--- src/rtl/btb_pkg.sv ---
package btb_pkg;

   // Bytes from a control instruction to the first instruction after its delay slot
   localparam int unsigned SLOT_BYTES = 8;

   // Outcome of a resolution against the outstanding lookup
   typedef enum logic [1:0] {
      RES_NONE  = 2'd0,
      RES_MATCH = 2'd1,
      RES_FILL  = 2'd2,
      RES_WRONG = 2'd3
   } res_kind_e;

endpackage

--- src/rtl/btb_index.sv ---
module btb_index #(
   parameter int ADDR_W  = 32,
   parameter int IDX_LSB = 2,
   parameter int IDX_W   = 4
) (
   input  logic [ADDR_W-1:0] pc,
   output logic [IDX_W-1:0]  idx
);

   assign idx = pc[IDX_LSB +: IDX_W];

   // bits outside the index field do not select a row
   logic unused_bits;
   assign unused_bits = ^{pc[ADDR_W-1:IDX_LSB+IDX_W], pc[IDX_LSB-1:0]};

endmodule

--- src/rtl/btb_table.sv ---
module btb_table #(
   parameter int ADDR_W      = 32,
   parameter int ENTRIES     = 16,
   parameter int IDX_LSB     = 2,
   parameter bit COMPACT_TGT = 1'b1,
   localparam int IDX_W      = $clog2(ENTRIES)
) (
   input  logic              clk,
   input  logic              rst_n,
   input  logic [IDX_W-1:0]  rd_idx,
   output logic              rd_hit,
   output logic [ADDR_W-1:0] rd_tgt,
   input  logic              wr_en,
   input  logic [IDX_W-1:0]  wr_idx,
   input  logic [ADDR_W-1:0] wr_tgt
);

   localparam int SLSB = COMPACT_TGT ? IDX_LSB : 0;
   localparam int SW   = ADDR_W - SLSB;

   logic [ENTRIES-1:0] vld_w;
   logic [SW-1:0]      tgt_w [ENTRIES];
   logic [SW-1:0]      rd_store;

   for (genvar gi = 0; gi < ENTRIES; gi++) begin : g_row
      logic          vld_q;
      logic [SW-1:0] tgt_q;
      logic          sel;

      assign sel = wr_en && (wr_idx == IDX_W'(gi));

      always_ff @(posedge clk or negedge rst_n) begin
         if (!rst_n)   vld_q <= 1'b0;
         else if (sel) vld_q <= 1'b1;
      end

      always_ff @(posedge clk) begin
         if (sel) tgt_q <= wr_tgt[ADDR_W-1:SLSB];
      end

      assign vld_w[gi] = vld_q;
      assign tgt_w[gi] = tgt_q;
   end

   // read sees the contents before any write at the coming edge (old data)
   assign rd_hit   = vld_w[rd_idx];
   assign rd_store = tgt_w[rd_idx];

   if (COMPACT_TGT) begin : g_compact
      assign rd_tgt = {rd_store, {SLSB{1'b0}}};

      logic unused_low;
      assign unused_low = ^wr_tgt[SLSB-1:0];

      AST_ALIGNED_TARGET: assert property (@(posedge clk) disable iff (!rst_n)
         wr_en |-> (wr_tgt[SLSB-1:0] == '0));
   end else begin : g_full
      assign rd_tgt = rd_store;
   end

   AST_WRITE_THEN_READ: assert property (@(posedge clk) disable iff (!rst_n)
      ($past(rst_n) && $past(wr_en) && (rd_idx == $past(wr_idx)))
      |-> (rd_hit && (rd_tgt[ADDR_W-1:IDX_LSB] == $past(wr_tgt[ADDR_W-1:IDX_LSB]))));

   AST_EMPTY_AFTER_RESET: assert property (@(posedge clk) disable iff (!rst_n)
      !$past(rst_n) |-> !rd_hit);

endmodule

--- src/rtl/btb_tracker.sv ---
module btb_tracker
   import btb_pkg::*;
#(
   parameter int ADDR_W = 32,
   parameter int CNT_W  = 3
) (
   input  logic              clk,
   input  logic              rst_n,
   input  logic              lk_en,
   input  logic              lk_hit,
   input  logic [ADDR_W-1:0] lk_tgt,
   input  logic              up_en,
   input  logic [ADDR_W-1:0] up_res,
   output logic              fetch_hold,
   output logic              redirect_valid,
   output logic [ADDR_W-1:0] redirect_pc,
   output logic              squash_valid,
   output logic [CNT_W-1:0]  squash_cnt
);

   localparam logic [CNT_W-1:0] AGE_MAX = {CNT_W{1'b1}};

   logic              pend_q;
   logic              hit_q;
   logic [ADDR_W-1:0] tgt_q;
   logic [CNT_W-1:0]  age_q;
   res_kind_e         kind;

   always_comb begin
      kind = RES_NONE;
      if (up_en && pend_q) begin
         if (!hit_q)               kind = RES_FILL;
         else if (up_res == tgt_q) kind = RES_MATCH;
         else                      kind = RES_WRONG;
      end
   end

   // one outstanding lookup; a new lookup supersedes the old record
   always_ff @(posedge clk or negedge rst_n) begin
      if (!rst_n) begin
         pend_q <= 1'b0;
         hit_q  <= 1'b0;
         tgt_q  <= '0;
         age_q  <= '0;
      end else if (lk_en) begin
         pend_q <= 1'b1;
         hit_q  <= lk_hit;
         tgt_q  <= lk_tgt;
         age_q  <= CNT_W'(1);
      end else if (up_en) begin
         pend_q <= 1'b0;
         age_q  <= '0;
      end else if (pend_q && (age_q != AGE_MAX)) begin
         age_q  <= age_q + 1'b1;
      end
   end

   assign fetch_hold     = pend_q && !hit_q;
   assign redirect_valid = (kind == RES_FILL) || (kind == RES_WRONG);
   assign redirect_pc    = up_res;
   assign squash_valid   = (kind == RES_WRONG);
   assign squash_cnt     = (kind == RES_WRONG) ? age_q : '0;

   AST_HOLD_FROM_MISS: assert property (@(posedge clk) disable iff (!rst_n)
      $rose(fetch_hold) |-> $past(lk_en && !lk_hit));

   AST_HOLD_ENDS: assert property (@(posedge clk) disable iff (!rst_n)
      (fetch_hold && up_en && !lk_en) |=> !fetch_hold);

   AST_SQUASH_COUNTED: assert property (@(posedge clk) disable iff (!rst_n)
      squash_valid |-> (squash_cnt != '0));

   AST_CORRECT_QUIET: assert property (@(posedge clk) disable iff (!rst_n)
      ($past(rst_n) && $past(lk_en && lk_hit) && up_en && (up_res == $past(lk_tgt)))
      |-> (!squash_valid && !redirect_valid));

endmodule

--- src/rtl/btb_direct.sv ---
module btb_direct #(
   parameter int ADDR_W      = 32,
   parameter int ENTRIES     = 16,
   parameter int IDX_LSB     = 2,
   parameter int CNT_W       = 3,
   parameter bit COMPACT_TGT = 1'b1
) (
   input  logic              clk,
   input  logic              rst_n,
   input  logic              lk_valid,
   input  logic [ADDR_W-1:0] lk_pc,
   output logic              pred_hit,
   output logic [ADDR_W-1:0] pred_target,
   input  logic              upd_valid,
   input  logic [ADDR_W-1:0] upd_pc,
   input  logic              upd_taken,
   input  logic [ADDR_W-1:0] upd_target,
   output logic              fetch_hold,
   output logic              redirect_valid,
   output logic [ADDR_W-1:0] redirect_pc,
   output logic              squash_valid,
   output logic [CNT_W-1:0]  squash_cnt
);

   localparam int IDX_W = $clog2(ENTRIES);

   if (ENTRIES < 2 || (ENTRIES & (ENTRIES - 1)) != 0) begin : g_chk_entries
      $error("ENTRIES must be a power of two of at least 2");
   end
   if (IDX_LSB < 1) begin : g_chk_lsb
      $error("IDX_LSB must be at least 1");
   end
   if (ADDR_W <= IDX_LSB + IDX_W) begin : g_chk_addr
      $error("ADDR_W too small for the index field");
   end
   if (CNT_W < 1) begin : g_chk_cnt
      $error("CNT_W must be at least 1");
   end

   logic [IDX_W-1:0]  lk_idx;
   logic [IDX_W-1:0]  up_idx;
   logic              tbl_hit;
   logic [ADDR_W-1:0] tbl_tgt;
   logic [ADDR_W-1:0] upd_resolved;

   btb_index #(.ADDR_W(ADDR_W), .IDX_LSB(IDX_LSB), .IDX_W(IDX_W)) u_lk_idx (
      .pc  (lk_pc),
      .idx (lk_idx)
   );

   btb_index #(.ADDR_W(ADDR_W), .IDX_LSB(IDX_LSB), .IDX_W(IDX_W)) u_up_idx (
      .pc  (upd_pc),
      .idx (up_idx)
   );

   // a not-taken instruction continues after its delay slot
   assign upd_resolved = upd_taken ? upd_target
                                   : upd_pc + ADDR_W'(btb_pkg::SLOT_BYTES);

   btb_table #(
      .ADDR_W      (ADDR_W),
      .ENTRIES     (ENTRIES),
      .IDX_LSB     (IDX_LSB),
      .COMPACT_TGT (COMPACT_TGT)
   ) u_table (
      .clk    (clk),
      .rst_n  (rst_n),
      .rd_idx (lk_idx),
      .rd_hit (tbl_hit),
      .rd_tgt (tbl_tgt),
      .wr_en  (upd_valid),
      .wr_idx (up_idx),
      .wr_tgt (upd_resolved)
   );

   assign pred_hit    = lk_valid && tbl_hit;
   assign pred_target = pred_hit ? tbl_tgt : '0;

   btb_tracker #(.ADDR_W(ADDR_W), .CNT_W(CNT_W)) u_tracker (
      .clk            (clk),
      .rst_n          (rst_n),
      .lk_en          (lk_valid),
      .lk_hit         (pred_hit),
      .lk_tgt         (pred_target),
      .up_en          (upd_valid),
      .up_res         (upd_resolved),
      .fetch_hold     (fetch_hold),
      .redirect_valid (redirect_valid),
      .redirect_pc    (redirect_pc),
      .squash_valid   (squash_valid),
      .squash_cnt     (squash_cnt)
   );

endmodule

--- config.mk ---
export PLATFORM = sky130hd
export DESIGN_NAME = btb_direct
export DESIGN_NICKNAME = d
export VERILOG_FILES = /design/src/rtl/btb_pkg.sv /design/src/rtl/btb_index.sv /design/src/rtl/btb_table.sv /design/src/rtl/btb_tracker.sv /design/src/rtl/btb_direct.sv
export SDC_FILE = /design/constraint.sdc
export NUM_CORES = 1
export LEC_CHECK = 0
export BUFFER_PORTS_ARGS = -buffer_cell sky130_fd_sc_hd__buf_2
export CAP_MARGIN = 20
export CELL_PAD_IN_SITES_DETAIL_PLACEMENT = 0
export CELL_PAD_IN_SITES_GLOBAL_PLACEMENT = 1
export CORE_MARGIN = 3
export CORE_UTILIZATION = 47
export CTS_CLUSTER_DIAMETER = 60
export DETAILED_ROUTE_END_ITERATION = 7
export PLACE_DENSITY_LB_ADDON = 0.1
export SLEW_MARGIN = 5
export SYNTH_ARGS = -nofsm -noshare
export SYNTH_HDL_FRONTEND = slang
export SYNTH_SLANG_ARGS = --single-unit
--- constraint.sdc ---
create_clock -name clk -period 4.4 [get_ports clk]
set_clock_uncertainty 0.1 [all_clocks]
set_input_delay 0.88 -clock clk [delete_from_list [all_inputs] [get_ports clk]]
set_output_delay 0.88 -clock clk [all_outputs]
set_load 0.02 [all_outputs]
# == After elaboration in Yosys (flattened, before gate mapping) ==
# Cells that the tools add are included.
# totals
inputBits,101
output_inout_bits,71
word_cells,101
reg_bits,533
# classes
mux,16
reduce_logical,25
n_eq_ne,19
n_bitwise,1
order_cmp,2
addsub,2
# ops
op,n
binary-select mux 30 bit (select 4 bit),1
two-way mux 32 bit,2
two-way mux 30 bit,2
"adder 32 x 4 -> 32 bit, second input constant",1
== test 32 bit,1
"== test 4 bit, second input constant",8
logical AND 1 bit,20
"== test 4 x 3 -> 1 bit, second input constant",4
two-way mux 3 bit,4
"== test 4 x 2 -> 1 bit, second input constant",2
two-way mux 2 bit,3
">= comparator 5 bit, second input constant",1
"< comparator 4 x 5 -> 1 bit, second input constant",1
inverter 4 -> 5 bit,1
binary-select mux 1 bit (select 4 bit),1
"== test 2 bit, second input constant",2
"== test 4 x 1 -> 1 bit, second input constant",1
logical NOT 4 bit,1
"adder 3 x 1 -> 3 bit, second input constant",1
two-way mux 1 bit,3
"inequality test 3 bit, second input constant",1
nonzero test 3 bit,1
nonzero test 2 bit,1
logical NOT 1 bit,1
logical OR 1 bit,1

# == Logic depth before layout (Yosys ltp) ==
# depth
word_depth,8
depth_mapped,10
mapped_depth_nobuf,9

# == Cells and area by module ==
# Synthesis repeated with hierarchy kept, for this count alone.
# unflattened
cells_unflattened,1183
area_unflattened_um2,22009.9
# modules_own_cells
module,area_per_inst_um2,cells_per_inst,instances,seq_area_each_um2
btb_table,18666.7,800,1,14814.2
btb_tracker,2050.7,172,1,925.9
btb_direct,1232.4,203,1,0.0
btb_index,30.0,4,2,0.0

# == Worst setup path after synthesis ==
# OpenSTA, ideal clock, no wires.
# synth_timing
path_type,input-to-output
startpoint,input port upd_pc[3]
endpoint,output port squash_cnt[0]
cell_stages,10
arrival_ns,4.107
path_buffers,1
slack_ns,-0.687
t_required_ns,3.420
path_cell_list,ha_1 > and4_1 > clkbuf_1 > nand3_1 > or3_1 > a31oi_1 > xor2_1 > or4_4 > a2111oi_4 > nor3b_1
# synth_via
elab_chain_len,8
# synth_lines
element,line_no,text
start: declaration,btb_direct.sv:15,"input logic [ADDR_W-1:0] upd_pc,"
adder 32 x 4 -> 32 bit,btb_direct.sv:58,: upd_pc + ADDR_W'(btb_pkg::SLOT_BYTES);
two-way mux 32 bit,btb_direct.sv:57,assign upd_resolved = upd_taken ? upd_target
net redirect_pc[23],btb_direct.sv:20,"output logic [ADDR_W-1:0] redirect_pc,"
== test 32 bit,btb_tracker.sv:33,else if (up_res == tgt_q) kind = RES_MATCH;
two-way mux 2 bit,btb_tracker.sv:33,
two-way mux 2 bit,btb_tracker.sv:32,if (!hit_q) kind = RES_FILL;
two-way mux 2 bit,btb_tracker.sv:31,if (up_en && pend_q) begin
== test 2 bit,btb_tracker.sv:62,assign squash_cnt = (kind == RES_WRONG) ? age_q : '0;
two-way mux 3 bit,btb_tracker.sv:62,
end: declaration,btb_direct.sv:22,output logic [CNT_W-1:0] squash_cnt
# The timed path passes the listed nets, and every way through them passes these cells.

# == Final worst setup path ==
# layout_timing
startpoint,input port upd_pc[13]
endpoint,output port squash_cnt[2]
# layout_via
elab_chain_len,8
# layout_lines
element,line_no
adder 32 x 4 -> 32 bit,btb_direct.sv:58
two-way mux 32 bit,btb_direct.sv:57
== test 32 bit,btb_tracker.sv:33
two-way mux 2 bit,btb_tracker.sv:33
two-way mux 2 bit,btb_tracker.sv:32
two-way mux 2 bit,btb_tracker.sv:31
== test 2 bit,btb_tracker.sv:62
two-way mux 3 bit,btb_tracker.sv:62
# No other way between the ends.

==> results.txt <==
Hold Slack: 0.259 ns
initial antenna violation count: 8
Slew HR: 36.4%
H-Tree Depth: 2
sequential fraction of the synthesis area: 70.0%
Synth cell types: 72
Slowest cell on crit path: or4_4
Crit Path Max Fanout: 5
setup ws final: -0.0530 ns
Critical R2R Capture: u_tracker.tgt_q[7]
cell mode on critical path: or4_4
worst-path cell chain: buf_2 > nand4_4 > or4_4 > or3_4 > a31oi_4 > xor2_2 > or4_4 > a2111oi_4 > buf_6 > nor3b_2 > buf_4
mapped cell area: 22400 sq um
r2r setup slk: 1.93 ns
vias in the first global route: 13100
post-synthesis mux area share: 14.7%
run status: complete, but fails checks
minimum clock period: 4.45 ns
# setup viols final: 5
worst-margin pin slew: 0.952 ns
DRC: 0
CTS Buf Count: 55
Leakage: 9.54 nW
mean post-synth cell area: 18.1 sq um
core area: 46900 sq um
Total Neg Setup Slack: -0.188 ns
IO Pins: 172
final hold vios: 0
deepest clock path buffer count: 3
WL final: 62.5 mm
I/O Buffers: 141
GPL Wtd Cong: 0.901
Worst path max stage delay: 0.54 ns
RSZ-0062 raised after global routing: yes
failing checks: setup timing
hold_buf cts: 0
Syn-to-layout area delta: 22.0%
DRT iter0 DRCs: 1370
CTS Root Cell: clkbuf_16
wire length on met1: 26.9 mm
Max Slew Vio Count: 0
largest family of logic cells by synthesized area: multiplexers
Gate Count Post-Synth: 1242
Cells after DPL: 2070
clk_lat worst skew: 0.62 ns
full die area: 50400 sq um
Die Span Y: 224 microns
Setup Crit Path Kind: input pin to output port
CTS sink count: 531
largest net degree at the start of global routing: 34
FF-to-FF path depth: 7
cell row count: 79
first-pass GRT wire length: 90.0 mm
via count: 13200
fraction of layout cells with a size suffix above 1: 38.7%
WL met3: 4.52 mm
iteration count of the initial detailed-routing pass: 5
Total GRT Usage: 25.0%
grt ovf: 0
Reg clk slew, reported paths: 0.06 ns
EDFF count, synth: 480
Vias/cell: 6.06
max cap viols: 0
initial core utilization: 47.9%
Post-DRT Antenna Nets: 0
CTS tree: done
Yosys reg bits: 531
part of the cycle the worst path needs: 101%
wire length per cell: 28.7 microns
VDD IR-drop max: 0.343 mV
most common cell after layout, fill and taps aside: edfxtp_1
Compound-Gate Fraction of Synth Area: 5.35%
Critical Path End Type: output port
Post-synth top flop: edfxtp_1
Cell Count, Final, Fillers Out: 2179
Post-Synth Adder-Cell Area: 0.167%
Die W: 224 microns
Pwr Density: 439 nW/um^2
Synth Area in Simple Gates: 5.66%
top routing layer in use: met5
HPWL Detailed: 40.5 mm
Design Power: 12.0 mW
Syn. warnings: 0
worst path required time: 3.42 ns
xor and xnor area share after synthesis: 2.49%
CP arrival: 3.47 ns
Highest Clock Rate: 225 MHz
Hold/Removal Path Class: input pin to asynchronous set/reset pin
most frequent cells in the layout: 480 x edfxtp_1, 147 x buf_4, 125 x mux4_2
fin nets: 1628
crit path launch type: input pin
share of flip-flops with an asynchronous set or reset: 9.60%
worst r2r src: u_table.g_row[12].vld_q
met2 wire length: 29.3 mm
==> how the worst max path moves through the flow <==
stage	cells after the start	start	to	slack, ns
finish	11	upd_pc[13]	squash_cnt[2]	-0.05
global route	11	upd_pc[8]	squash_cnt[2]	-0.11
CTS	11	upd_pc[8]	squash_cnt[0]	-0.03
detailed placement	14	upd_pc[4]	squash_cnt[2]	-0.35
global placement	14	upd_pc[4]	squash_cnt[1]	-0.36
floorplan	10	upd_pc[11]	squash_cnt[0]	-0.23
==> registers in the layout (all words and copies together) (netlist names) <==
signal               cells
u_tracker.tgt_q         30
u_table.g_row.tgt_q    480
u_tracker.age_q          3
u_tracker.pend_q         1
u_tracker.hit_q          1
u_table.g_row.vld_q     16
==> power by group <==
group	switching, mW	leakage [nW]	internal, mW
sequential	0.129	4.89	5.73
clock	1.97	0.924	2.83
combinational	0.784	3.72	0.557
total	2.88	9.54	9.11
==> metal layers <==
metal,vias to the layer above,GRT usage [%]
li1,5605,-
met1,6922,36.3
met2,548,39.5
met3,110,4.18
met4,10,7.24
met5,-,0
==> cell usage after synthesis (4+ instances only) <==
| library cell | instances | area, sq um |
|---|---|---|
| mux2_2 | 8 | 90.1 |
| dfrtp_1 | 51 | 1280 |
| xor2_1 | 23 | 201 |
| a211oi_1 | 62 | 465 |
| nor2_1 | 28 | 105 |
| nand2b_1 | 8 | 50.1 |
| nor3b_1 | 4 | 30.0 |
| nor3_1 | 19 | 95.1 |
| a21o_1 | 32 | 240 |
| or3_1 | 7 | 43.8 |
| nand2_1 | 38 | 143 |
| buf_4 | 4 | 30.0 |
| a31oi_1 | 6 | 37.5 |
| o21ai_0 | 28 | 140 |
| mux4_2 | 125 | 2820 |
| mux2i_1 | 38 | 380 |
| inv_1 | 11 | 41.3 |
| buf_1 | 12 | 45.0 |
| a21oi_1 | 6 | 30.0 |
| xnor2_1 | 39 | 342 |
| nor2b_1 | 35 | 219 |
| and3_1 | 5 | 31.3 |
| or2_2 | 17 | 106 |
| edfxtp_1 | 480 | 14400 |
| buf_2 | 18 | 90.1 |
| nand4_1 | 13 | 81.3 |
| clkbuf_1 | 43 | 161 |
| nor4_1 | 7 | 43.8 |
| nand3_1 | 15 | 75.1 |
==> what timing repair did <==
| action | CTS | global route |
|---|---|---|
| pin swaps | 17 | 4 |
| setup endpoints to repair | 5 | 5 |
| resized for setup | 53 | 9 |
| buffers inserted | 4 | 0 |
==> critical path: cells and delay by family <==
family	cells	cell delay (ns)
AND/OR/NAND/NOR	5	1.59
buffers and inverters	3	0.46
AO/OA/AOI/OAI	2	0.42
XOR/XNOR	1	0.11
==> kinds of logic after synthesis <==
group                    after synthesis
buffers and inverters                 89
flip-flops                           531
other                                  1
AO/OA/AOI/OAI                        165
adder cells (fa/ha/maj)                3
AND/OR/NAND/NOR                      219
XOR/XNOR                              63
multiplexers                         171
==> through the flow <==
| step | utilization, % | cell area, sq um | setup slack (ns) |
|---|---|---|---|
| after global routing | 58.4 | 27300 | -0.106 |
| after detailed placement | 53.7 | 25200 | -0.352 |
| final | 58.4 | 27300 | -0.0530 |
| after CTS | 58.3 | 27300 | -0.0334 |
| after global placement | 53.7 | 25200 | -0.361 |
| after floorplan | - | 22500 | -0.230 |
==> final cells by class <==
class                           count  area, sq um
Timing Repair Buffer              302         2240
Sequential cell                   531        15700
Clock inverter                     40          452
Tap cell                          607          759
Inverter                           11         41.3
Multi-Input combinational cell    623         6720
Fill cell                        3599        19500
Antenna cell                        2         5.00
Clock buffer                       63         1440
Power figures use the tool's default switching activity.
